File: src/rtl/vit_pkg.sv
package vit_pkg;
  localparam int NSTATE = 4;
  localparam int SW     = 2;

  typedef struct packed {
    logic accept;
    logic traceStep;
    logic traceFirst;
    logic clearMetrics;
    logic emit;
  } vit_ctrl_t;
endpackage

File: src/rtl/vit_control.sv
module vit_control
  import vit_pkg::*;
#(
  parameter int FRAME_LEN = 8,
  localparam int IDX_W = $clog2(FRAME_LEN)
) (
  input  logic             clk,
  input  logic             rst_n,
  input  logic             symValid,
  output vit_ctrl_t        ctrl,
  output logic [IDX_W-1:0] idx,
  output logic             busy
);
  localparam logic [IDX_W-1:0] LAST = IDX_W'(FRAME_LEN - 1);

  typedef enum logic [1:0] {COLLECT, TRACE, EMIT} phase_t;
  phase_t phase;

  always_comb begin
    ctrl = '0;
    ctrl.accept       = (phase == COLLECT) && symValid;
    ctrl.traceStep    = (phase == TRACE);
    ctrl.traceFirst   = (phase == TRACE) && (idx == LAST);
    ctrl.emit         = (phase == EMIT);
    ctrl.clearMetrics = (phase == EMIT);
  end

  assign busy = (phase != COLLECT);

  always_ff @(posedge clk) begin
    if (!rst_n) begin
      phase <= COLLECT;
      idx   <= '0;
    end else begin
      unique case (phase)
        COLLECT: if (symValid) begin
          if (idx == LAST) phase <= TRACE;
          else             idx   <= idx + 1'b1;
        end
        TRACE: begin
          if (idx == '0) phase <= EMIT;
          else           idx   <= idx - 1'b1;
        end
        EMIT: begin
          phase <= COLLECT;
          idx   <= '0;
        end
        default: phase <= COLLECT;
      endcase
    end
  end
endmodule

File: src/rtl/vit_datapath.sv
module vit_datapath
  import vit_pkg::*;
#(
  parameter int FRAME_LEN = 8,
  parameter int PM_W      = 5,
  localparam int IDX_W = $clog2(FRAME_LEN)
) (
  input  logic                 clk,
  input  logic                 rst_n,
  input  vit_ctrl_t            ctrl,
  input  logic [IDX_W-1:0]     idx,
  input  logic [SW-1:0]        symIn,
  output logic [FRAME_LEN-1:0] decodedWord
);
  localparam logic [PM_W-1:0] PM_MAX = '1;

  logic [PM_W-1:0]   pathMetric [NSTATE];
  logic [PM_W-1:0]   nextMetric [NSTATE];
  logic [NSTATE-1:0] decisions;
  logic [NSTATE-1:0] survivor   [FRAME_LEN];
  logic [1:0]        bestState, traceState, curState;

  function automatic logic [PM_W-1:0] satAdd(input logic [PM_W-1:0] a,
                                             input logic [1:0] b);
    logic [PM_W:0] s;
    s = {1'b0, a} + {{(PM_W-1){1'b0}}, b};
    return s[PM_W] ? PM_MAX : s[PM_W-1:0];
  endfunction

  for (genvar ns = 0; ns < NSTATE; ns++) begin : g_acs
    localparam int U  = (ns >> 1) & 1;
    localparam int A  = ns & 1;
    localparam int P0 = A * 2;
    localparam int P1 = A * 2 + 1;
    localparam logic [1:0] EXP0 = {1'(U ^ A), 1'(U)};
    localparam logic [1:0] EXP1 = {1'(U ^ A ^ 1), 1'(U ^ 1)};
    logic [1:0] diff0, diff1, bm0, bm1;
    logic [PM_W-1:0] cand0, cand1;
    always_comb begin
      diff0 = symIn ^ EXP0;
      diff1 = symIn ^ EXP1;
      bm0   = {1'b0, diff0[1]} + {1'b0, diff0[0]};
      bm1   = {1'b0, diff1[1]} + {1'b0, diff1[0]};
      cand0 = satAdd(pathMetric[P0], bm0);
      cand1 = satAdd(pathMetric[P1], bm1);
      decisions[ns]  = (cand1 < cand0);
      nextMetric[ns] = (cand1 < cand0) ? cand1 : cand0;
    end

    always_ff @(posedge clk) begin
      if (!rst_n || ctrl.clearMetrics)
        pathMetric[ns] <= (ns == 0) ? '0 : PM_MAX;
      else if (ctrl.accept)
        pathMetric[ns] <= nextMetric[ns];
    end
  end

  always_ff @(posedge clk) begin
    if (ctrl.accept) survivor[idx] <= decisions;
  end

  always_comb begin
    logic [PM_W-1:0] bestPm;
    bestState = 2'd0;
    bestPm    = pathMetric[0];
    for (int s = 1; s < NSTATE; s++) begin
      if (pathMetric[s] < bestPm) begin
        bestPm    = pathMetric[s];
        bestState = 2'(s);
      end
    end
  end

  assign curState = ctrl.traceFirst ? bestState : traceState;

  always_ff @(posedge clk) begin
    if (!rst_n) begin
      traceState  <= '0;
      decodedWord <= '0;
    end else if (ctrl.traceStep) begin
      decodedWord[IDX_W'(FRAME_LEN - 1) - idx] <= curState[1];
      traceState <= {curState[0], survivor[idx][curState]};
    end
  end
endmodule

File: src/rtl/vit_frame_decoder.sv
module vit_frame_decoder
  import vit_pkg::*;
#(
  parameter int FRAME_LEN = 8,
  parameter int PM_W      = 5
) (
  input  logic                 clk,
  input  logic                 rst_n,
  input  logic                 symValid,
  input  logic [1:0]           symIn,
  output logic                 busy,
  output logic                 outValid,
  output logic [FRAME_LEN-1:0] outData
);
  localparam int IDX_W = $clog2(FRAME_LEN);

  vit_ctrl_t        ctrl;
  logic [IDX_W-1:0] idx;

  vit_control #(.FRAME_LEN(FRAME_LEN)) u_ctrl (
    .clk(clk), .rst_n(rst_n), .symValid(symValid),
    .ctrl(ctrl), .idx(idx), .busy(busy)
  );

  vit_datapath #(.FRAME_LEN(FRAME_LEN), .PM_W(PM_W)) u_dp (
    .clk(clk), .rst_n(rst_n), .ctrl(ctrl), .idx(idx),
    .symIn(symIn), .decodedWord(outData)
  );

  assign outValid = ctrl.emit;
endmodule

File: config.mk
export PLATFORM = sky130hd
export DESIGN_NAME = vit_frame_decoder
export DESIGN_NICKNAME = d
export VERILOG_FILES = /design/src/rtl/vit_pkg.sv /design/src/rtl/vit_control.sv /design/src/rtl/vit_datapath.sv /design/src/rtl/vit_frame_decoder.sv
export SDC_FILE = /design/constraint.sdc
export NUM_CORES = 1
export LEC_CHECK = 0
export BUFFER_PORTS_ARGS = -buffer_cell sky130_fd_sc_hd__buf_4
export CELL_PAD_IN_SITES_DETAIL_PLACEMENT = 2
export CELL_PAD_IN_SITES_GLOBAL_PLACEMENT = 2
export CORE_ASPECT_RATIO = 1.5
export CORE_UTILIZATION = 33
export DETAILED_ROUTE_END_ITERATION = 16
export HOLD_SLACK_MARGIN = 0.12
export PLACE_DENSITY = 0.72
export SLEW_MARGIN = 20
export SYNTH_ARGS = -nofsm -noshare
export SYNTH_HDL_FRONTEND = slang
export SYNTH_SLANG_ARGS = --single-unit
File: constraint.sdc
create_clock -name clk -period 5.8 [get_ports clk]
set_clock_uncertainty 0.15 [all_clocks]
set_input_delay 0.29 -clock clk [delete_from_list [all_inputs] [get_ports clk]]
set_output_delay 0.29 -clock clk [all_outputs]
set_load 0.02 [all_outputs]
==> results of run 1 <==
-- critical path: stages, from the launching register on --
cell and delay, ns:
edfxtp_1 0.47, inv_1 0.12, ha_1 0.36, nand4_1 0.23, o221ai_4 0.31, nor2_1 0.08
a21oi_1 0.20, ha_1 0.30, a211o_1 0.32, a211oi_2 0.31, a21oi_2 0.16, nand2_1 0.11
o21ai_0 0.12, ha_1 0.36, a211oi_1 0.10, o21bai_1 0.25, o21bai_1 0.13, a31o_1 0.36
or4_1 0.59, a32oi_1 0.22, a2111oi_1 0.08
-- layout by cell type, fill, tap and decap left out, types with 5 or more instances in the layout --
| cell | synthesis | layout |
|---|---|---|
| a211oi_1 | 5 | 5 |
| a21boi_0 | 5 | 5 |
| a21o_1 | 7 | 7 |
| a21oi_1 | 34 | 33 |
| a31oi_1 | 5 | 5 |
| and2_1 | 14 | 14 |
| and3_1 | 6 | 6 |
| buf_4 | 0 | 19 |
| clkbuf_16 | 0 | 9 |
| dfxtp_1 | 18 | 18 |
| edfxtp_1 | 52 | 52 |
| fa_1 | 9 | 9 |
| ha_1 | 44 | 44 |
| inv_1 | 35 | 35 |
| mux2_2 | 8 | 8 |
| mux2i_1 | 11 | 11 |
| mux4_2 | 8 | 8 |
| nand2_1 | 39 | 39 |
| nand2b_1 | 7 | 7 |
| nand3_1 | 15 | 15 |
| nor2_1 | 52 | 52 |
| nor2b_1 | 11 | 11 |
| nor3_1 | 10 | 10 |
| o211ai_1 | 5 | 5 |
| o21a_1 | 5 | 5 |
| o21ai_0 | 32 | 31 |
| o21ai_1 | 9 | 9 |
| xnor2_1 | 5 | 5 |
-- state kept, by name, summed over array words and instances (netlist names), named ones only --
register / count
u_dp.decodedWord: 8
u_ctrl.idx: 3
u_dp.survivor: 32
u_dp.traceState: 2
u_ctrl.phase: 2
u_dp.pathMetric: 20
-- Yosys cell counts (7+ instances only) --
cell type  count  area share, %
a21o_1         7            1.0
ha_1          44             11
nor2_1        52            3.8
mux4_2         8            3.5
o21ai_1        9           0.89
edfxtp_1      52             31
nor3_1        10           0.98
nand2b_1       7           0.86
o21ai_0       32            3.1
nand3_1       15            1.5
mux2_2         8            1.8
clkbuf_1      12           0.89
inv_1         35            2.6
nor2b_1       11            1.4
and2_1        14            1.7
a21oi_1       34            3.3
mux2i_1       11            2.2
dfxtp_1       18            7.1
nand2_1       39            2.9
fa_1           9            3.5
-- report_power, final --
| part | total, mW | switching [mW] | leakage [nW] | internal [mW] |
|---|---|---|---|---|
| logic | 2.07 | 1.27 | 1.37 | 0.802 |
| clock network | 0.546 | 0.247 | 0.136 | 0.300 |
| registers | 0.897 | 0.122 | 0.613 | 0.774 |
-- how the worst max path moves through the flow --
stage                               start                  to  slack, ns  cells past startpoint
floorplan           u_dp.pathMetric[0][2]  u_dp.traceState[0]       1.04                     22
global placement    u_dp.pathMetric[0][2]  u_dp.traceState[0]       0.60                     20
detailed placement  u_dp.pathMetric[0][2]  u_dp.traceState[0]       0.16                     20
CTS                 u_dp.pathMetric[0][2]  u_dp.traceState[0]       0.17                     20
global route        u_dp.pathMetric[0][2]  u_dp.traceState[0]      -0.04                     20
finish              u_dp.pathMetric[0][2]  u_dp.traceState[0]       0.33                     20
-- layer usage --
layer  up-vias  GRT usage, %  share of wire [%]
met5         -             0                  0
met2        34         39.74                 58
met4         0         7.512                2.4
met3        19         2.500                1.4
met1      2051         21.62                 38
li1       1930             -                  -
-- timing repair --
| action | in CTS | in global routing |
|---|---|---|
| gates resized for setup | 0 | 3 |
| buffers inserted | 0 | 4 |
| endpoints found under the setup margin | 0 | 2 |
-- layout make-up --
| cell class | instances | area (sq um) | share of cell area (%) |
|---|---|---|---|
| clock buffer | 9 | 225.2 | 3.958 |
| clock inverter | 7 | 63.81 | 1.121 |
| inverter | 36 | 137.6 | 2.419 |
| timing repair buffer | 19 | 142.6 | 2.507 |
| multi-input combinational | 399 | 2950 | 51.85 |
| sequential | 70 | 1922 | 33.77 |
| tap | 199 | 249.0 | 4.376 |
-- logic make-up (layout without fill, tap and decap cells) --
family	after synthesis	after routing	share of synthesized area (%)
AOI/OAI and AO/OA	134	134	17.00
xor gates and xnor gates	9	9	1.550
adders and majority gates	53	53	14.37
buffers and inverters	56	71	4.723
DFF	70	70	37.79
muxes	27	27	7.479
and+or+nand+nor	176	176	17.10
==> qor.yml, run 1 <==
fin_cells: 739
fin_ws_ns: 0.3294
ys_types: 64
drt-pass1-iter-count: 4
start_kind: "flop"
cts_tree: "yes"
die_y_um: 154.1
cts.clk_slew.worst_paths_ns: 0.06
fin_setup_tns_ns: 0
crit-reg2reg-launch: "u_dp.pathMetric[0][2]"
synth_edf_count: 52
fin_nets: 593
die_w_um: 103.4
core_sq_um: 15070
htreeDepth: 3
synth_fp_nets: 583
crit_type: "flop to flop"
die-area_sq_um: 15920
hold_viol: 0
irDropWorstVdd_v: 0.0002671
clock_latency_ns: 0.34
clock_path_buffers: 2
dp_slack_ns: 0.1602
worst_setup_path_end_kind: "flop"
netlist_area_sq_um: 5086
power_density_nw_per_um2: 617.6
slew_viol_final: 0
ant_nets: 0
root_buffer: "clkbuf_16"
fmax_mhz: 182.8
via_count: 4034
p_leak_nw: 2.116
yosysSeqAreaShare_pct: 37.79
post_dp_cell_area_sq_um: 5349
total_power_mw: 3.515
drt_iter0_drc: 100
fin_crit_sh_pct: 94.32
rows: 55
nFillCells: 1612
status: "complete, no violations"
track_usage_pct: 20.48
antenna_found_initial: 0
io_pins: 15
grt_pass1_vias: 4472
synthToLayoutAreaGrowth_pct: 11.88
r2r_end: "u_dp.traceState[0]"
cp_max_fo: 10
cts_hold_buf: 0
overflow: 0
holdCritPathClass: "primary input to flop"
ys_warn_count: 0
reg2reg_slack_ns: 0.33
netlist_instances: 525
ys.flop_type: "edfxtp_1"
ys_seq_elements: 70
hp-start: "rst_n"
hold_end: "u_ctrl.phase[0]"
cts_buffers: 9
setup_viol: 0
dp_cells: 719
relSlewSlack_pct: 45.68
syn_area_per_cell_sq_um: 9.688
wl_per_cell_um: 20.13
worst_pin_slew_ns: 0.8148
post-route-util_pct: 37.76
layout-drive-gt1-share_pct: 12.04
antennaDiodeCount: 0
required_ns: 5.85
drt_wl_total_mm: 14.88
drt-vias-per-instance: 5.459
async_reset_ff_share_pct: 0
fin_area_sq_um: 5690
r2r_cells: 20
period_minus_slack_ns: 5.471
arrival_ns: 5.52
start_util_pct: 33.75
holdWs_ns: 0.1315
grt_first_pass_wirelength_mm: 24.27
dp_hpwl_mm: 11.82
grt_max_degree: 21
min_path_cells: 2
cap_viol_max_count: 0
portBuffers: 14
clock-sinks: 70
gp_congestion: 0.8329
drcViolationCount: 0
Note: power is estimated with default switching activity, not from simulation.
==> run 2, diff against run 1 <==
==> constraint.sdc (replaced) <==
create_clock -name clk -period 5.8 [get_ports clk]
set_clock_uncertainty 0.15 [all_clocks]
set_input_delay 1.45 -clock clk [delete_from_list [all_inputs] [get_ports clk]]
set_output_delay 1.45 -clock clk [all_outputs]
set_load 0.02 [all_outputs]
==> qor.yml, run 2 (synthesis gave the netlist of run 1 again) <==
io_pins: 15  # unchanged
start_kind: "flop"
holdWs_ns: 0.3288  # +0.1973 ns
synthToLayoutAreaGrowth_pct: 12.18
grt_max_degree: 21  # unchanged
hold_viol: 0  # unchanged
die-area_sq_um: 15920  # unchanged
slew_viol_final: 0  # unchanged
track_usage_pct: 20.60  # +0.12 points
htreeDepth: 3  # unchanged
rsz0062_at_grt: "false"
grt_first_pass_wirelength_mm: 24.16  # -0.46%
cap_viol_max_count: 0  # unchanged
holdCritPathClass: "flop to flop"
worst_setup_path_end_kind: "flop"
cts.clk_slew.worst_paths_ns: 0.06  # about the same
core_sq_um: 15070  # unchanged
antennaDiodeCount: 0  # unchanged
wl_per_cell_um: 20.41  # +1.4%
clock-sinks: 70  # unchanged
cts_tree: "yes"
drcViolationCount: 0  # unchanged
clock_path_buffers: 2  # unchanged
ant_nets: 0  # unchanged
cts_hold_buf: 0  # unchanged
clock_latency_ns: 0.35  # about the same
crit_type: "flop to flop"
gp_congestion: 0.8710  # +4.6%
drt_wl_total_mm: 15.08  # +1.4%
drt-vias-per-instance: 5.415  # -0.79%
layout-drive-gt1-share_pct: 12.04  # unchanged
die_y_um: 154.1  # unchanged
status: "complete, no violations"
cp_max_fo: 10  # unchanged
power_density_nw_per_um2: 622.5  # +0.79%
required_ns: 5.86  # about the same
top_regs: "u_dp.survivor: 32 flops, u_dp.pathMetric: 20 flops, u_dp.decodedWord: 8 flops"
cp_cell_sequence: "inv_1 > ha_1 > a211oi_2 > o221ai_4 > nor2_1 > a21oi_1 > ha_1 > a211o_1 > a211oi_2 > a21oi_2 > nand2_1 > o21ai_0 > ha_1 > o21ai_0 > o21ai_1 > a31oi_1 > a31o_1 > or4_1 > a32oi_1 > a2111oi_1"
p_leak_nw: 2.129  # +0.63%
fmax_mhz: 184.1  # +0.69%
fin_nets: 593  # unchanged
grt_pass1_vias: 4485  # +0.29%
via_count: 4002  # -0.79%
final_cell_mix: "nor2_1, edfxtp_1, ha_1, nand2_1, inv_1"
cpMaxStageDelayCell: "or4_1"
worst_pin_slew_ns: 0.8014  # -0.01342 ns
overflow: 0  # unchanged
relSlewSlack_pct: 46.57  # +0.89 points
irDropWorstVdd_v: 0.0002096  # -22%
largest_reg_flops: 32  # unchanged
crit_top_cell: "ha_1"
arrival_ns: 5.49  # -0.03 ns
start_util_pct: 33.75  # unchanged
die_w_um: 103.4  # unchanged
drt-pass1-iter-count: 4  # unchanged
antenna_found_initial: 0  # unchanged
dp_hpwl_mm: 11.94  # +0.99%
post-route-util_pct: 37.86  # +0.10 points
setup_viol: 0  # unchanged
rows: 55  # unchanged
regMostFlops: "u_dp.survivor"
portBuffers: 14  # unchanged
fin_setup_tns_ns: 0  # unchanged
cts_buffers: 9  # unchanged
drt_iter0_drc: 136  # +36%
slowest_delay_ns: 0.61  # +0.02 ns
fin_crit_sh_pct: 93.67  # -0.65 points
root_buffer: "clkbuf_16"
period_minus_slack_ns: 5.433  # -0.03762 ns
-- run 2: final cells by class --
class                           instances  area [sq um]
Sequential cell                        70          1922
Multi-Input combinational cell        399          2943
Tap cell                              199         249.0
Clock inverter                          7         86.33
Timing Repair Buffer                   19         142.6
Clock buffer                            9         225.2
Inverter                               36         137.6
Fill cell                            1631          9365
-- run 2: critical path, delay by kind of cell (launching register included) --
family | cells | cell delay, ns
flops | 1 | 0.46
simple gates | 3 | 0.87
buf+inv | 1 | 0.09
fa+ha+maj | 3 | 1.00
compound gates | 13 | 2.73
-- run 2: final timing paths --
check / endpoint / slack, ns / from / cells past startpoint
worst max register to register: u_dp.traceState[0] / 0.37 / u_dp.pathMetric[0][2] / 20
worst min register to register: u_dp.decodedWord[7] / 0.33 / u_dp.decodedWord[7] / 2
worst max-delay path: u_dp.traceState[0] / 0.37 / u_dp.pathMetric[0][2] / 20
worst min-delay path: u_dp.decodedWord[7] / 0.33 / u_dp.decodedWord[7] / 2
-- run 2: metrics by stage --
stage | total power [mW] | worst slack (ns) | instances | area [sq um]
finish | 3.552 | 0.3670 | 739 | 5705
global route | 3.884 | 0.006457 | 739 | 5705
CTS | 3.581 | 0.1529 | 735 | 5660
detailed placement | 2.964 | 0.2424 | 719 | 5349
global placement | 2.805 | 0.5704 | 719 | 5349
floorplan | 2.342 | 1.044 | 525 | 5086
-- run 2: repair_timing --
item | CTS | global route
setup endpoints to repair | 0 | 1
setup buffers | 0 | 4
gates resized for setup | 0 | 2
-- run 2: where the power goes --
| part | internal (mW) | total, mW | switching (mW) |
|---|---|---|---|
| Sequential | 0.775 | 0.901 | 0.126 |
| Clock | 0.343 | 0.591 | 0.247 |
| Combinational | 0.797 | 2.06 | 1.26 |
| Total | 1.91 | 3.55 | 1.64 |
-- run 2: layer usage --
layer | global-route usage, % | up-vias | part of all wire [%]
met2 | 40.40 | 38 | 58
met3 | 2.545 | 20 | 1.4
met5 | 0 | - | 0
li1 | - | 1928 | -
met4 | 7.847 | 0 | 2.5
met1 | 21.22 | 2016 | 38
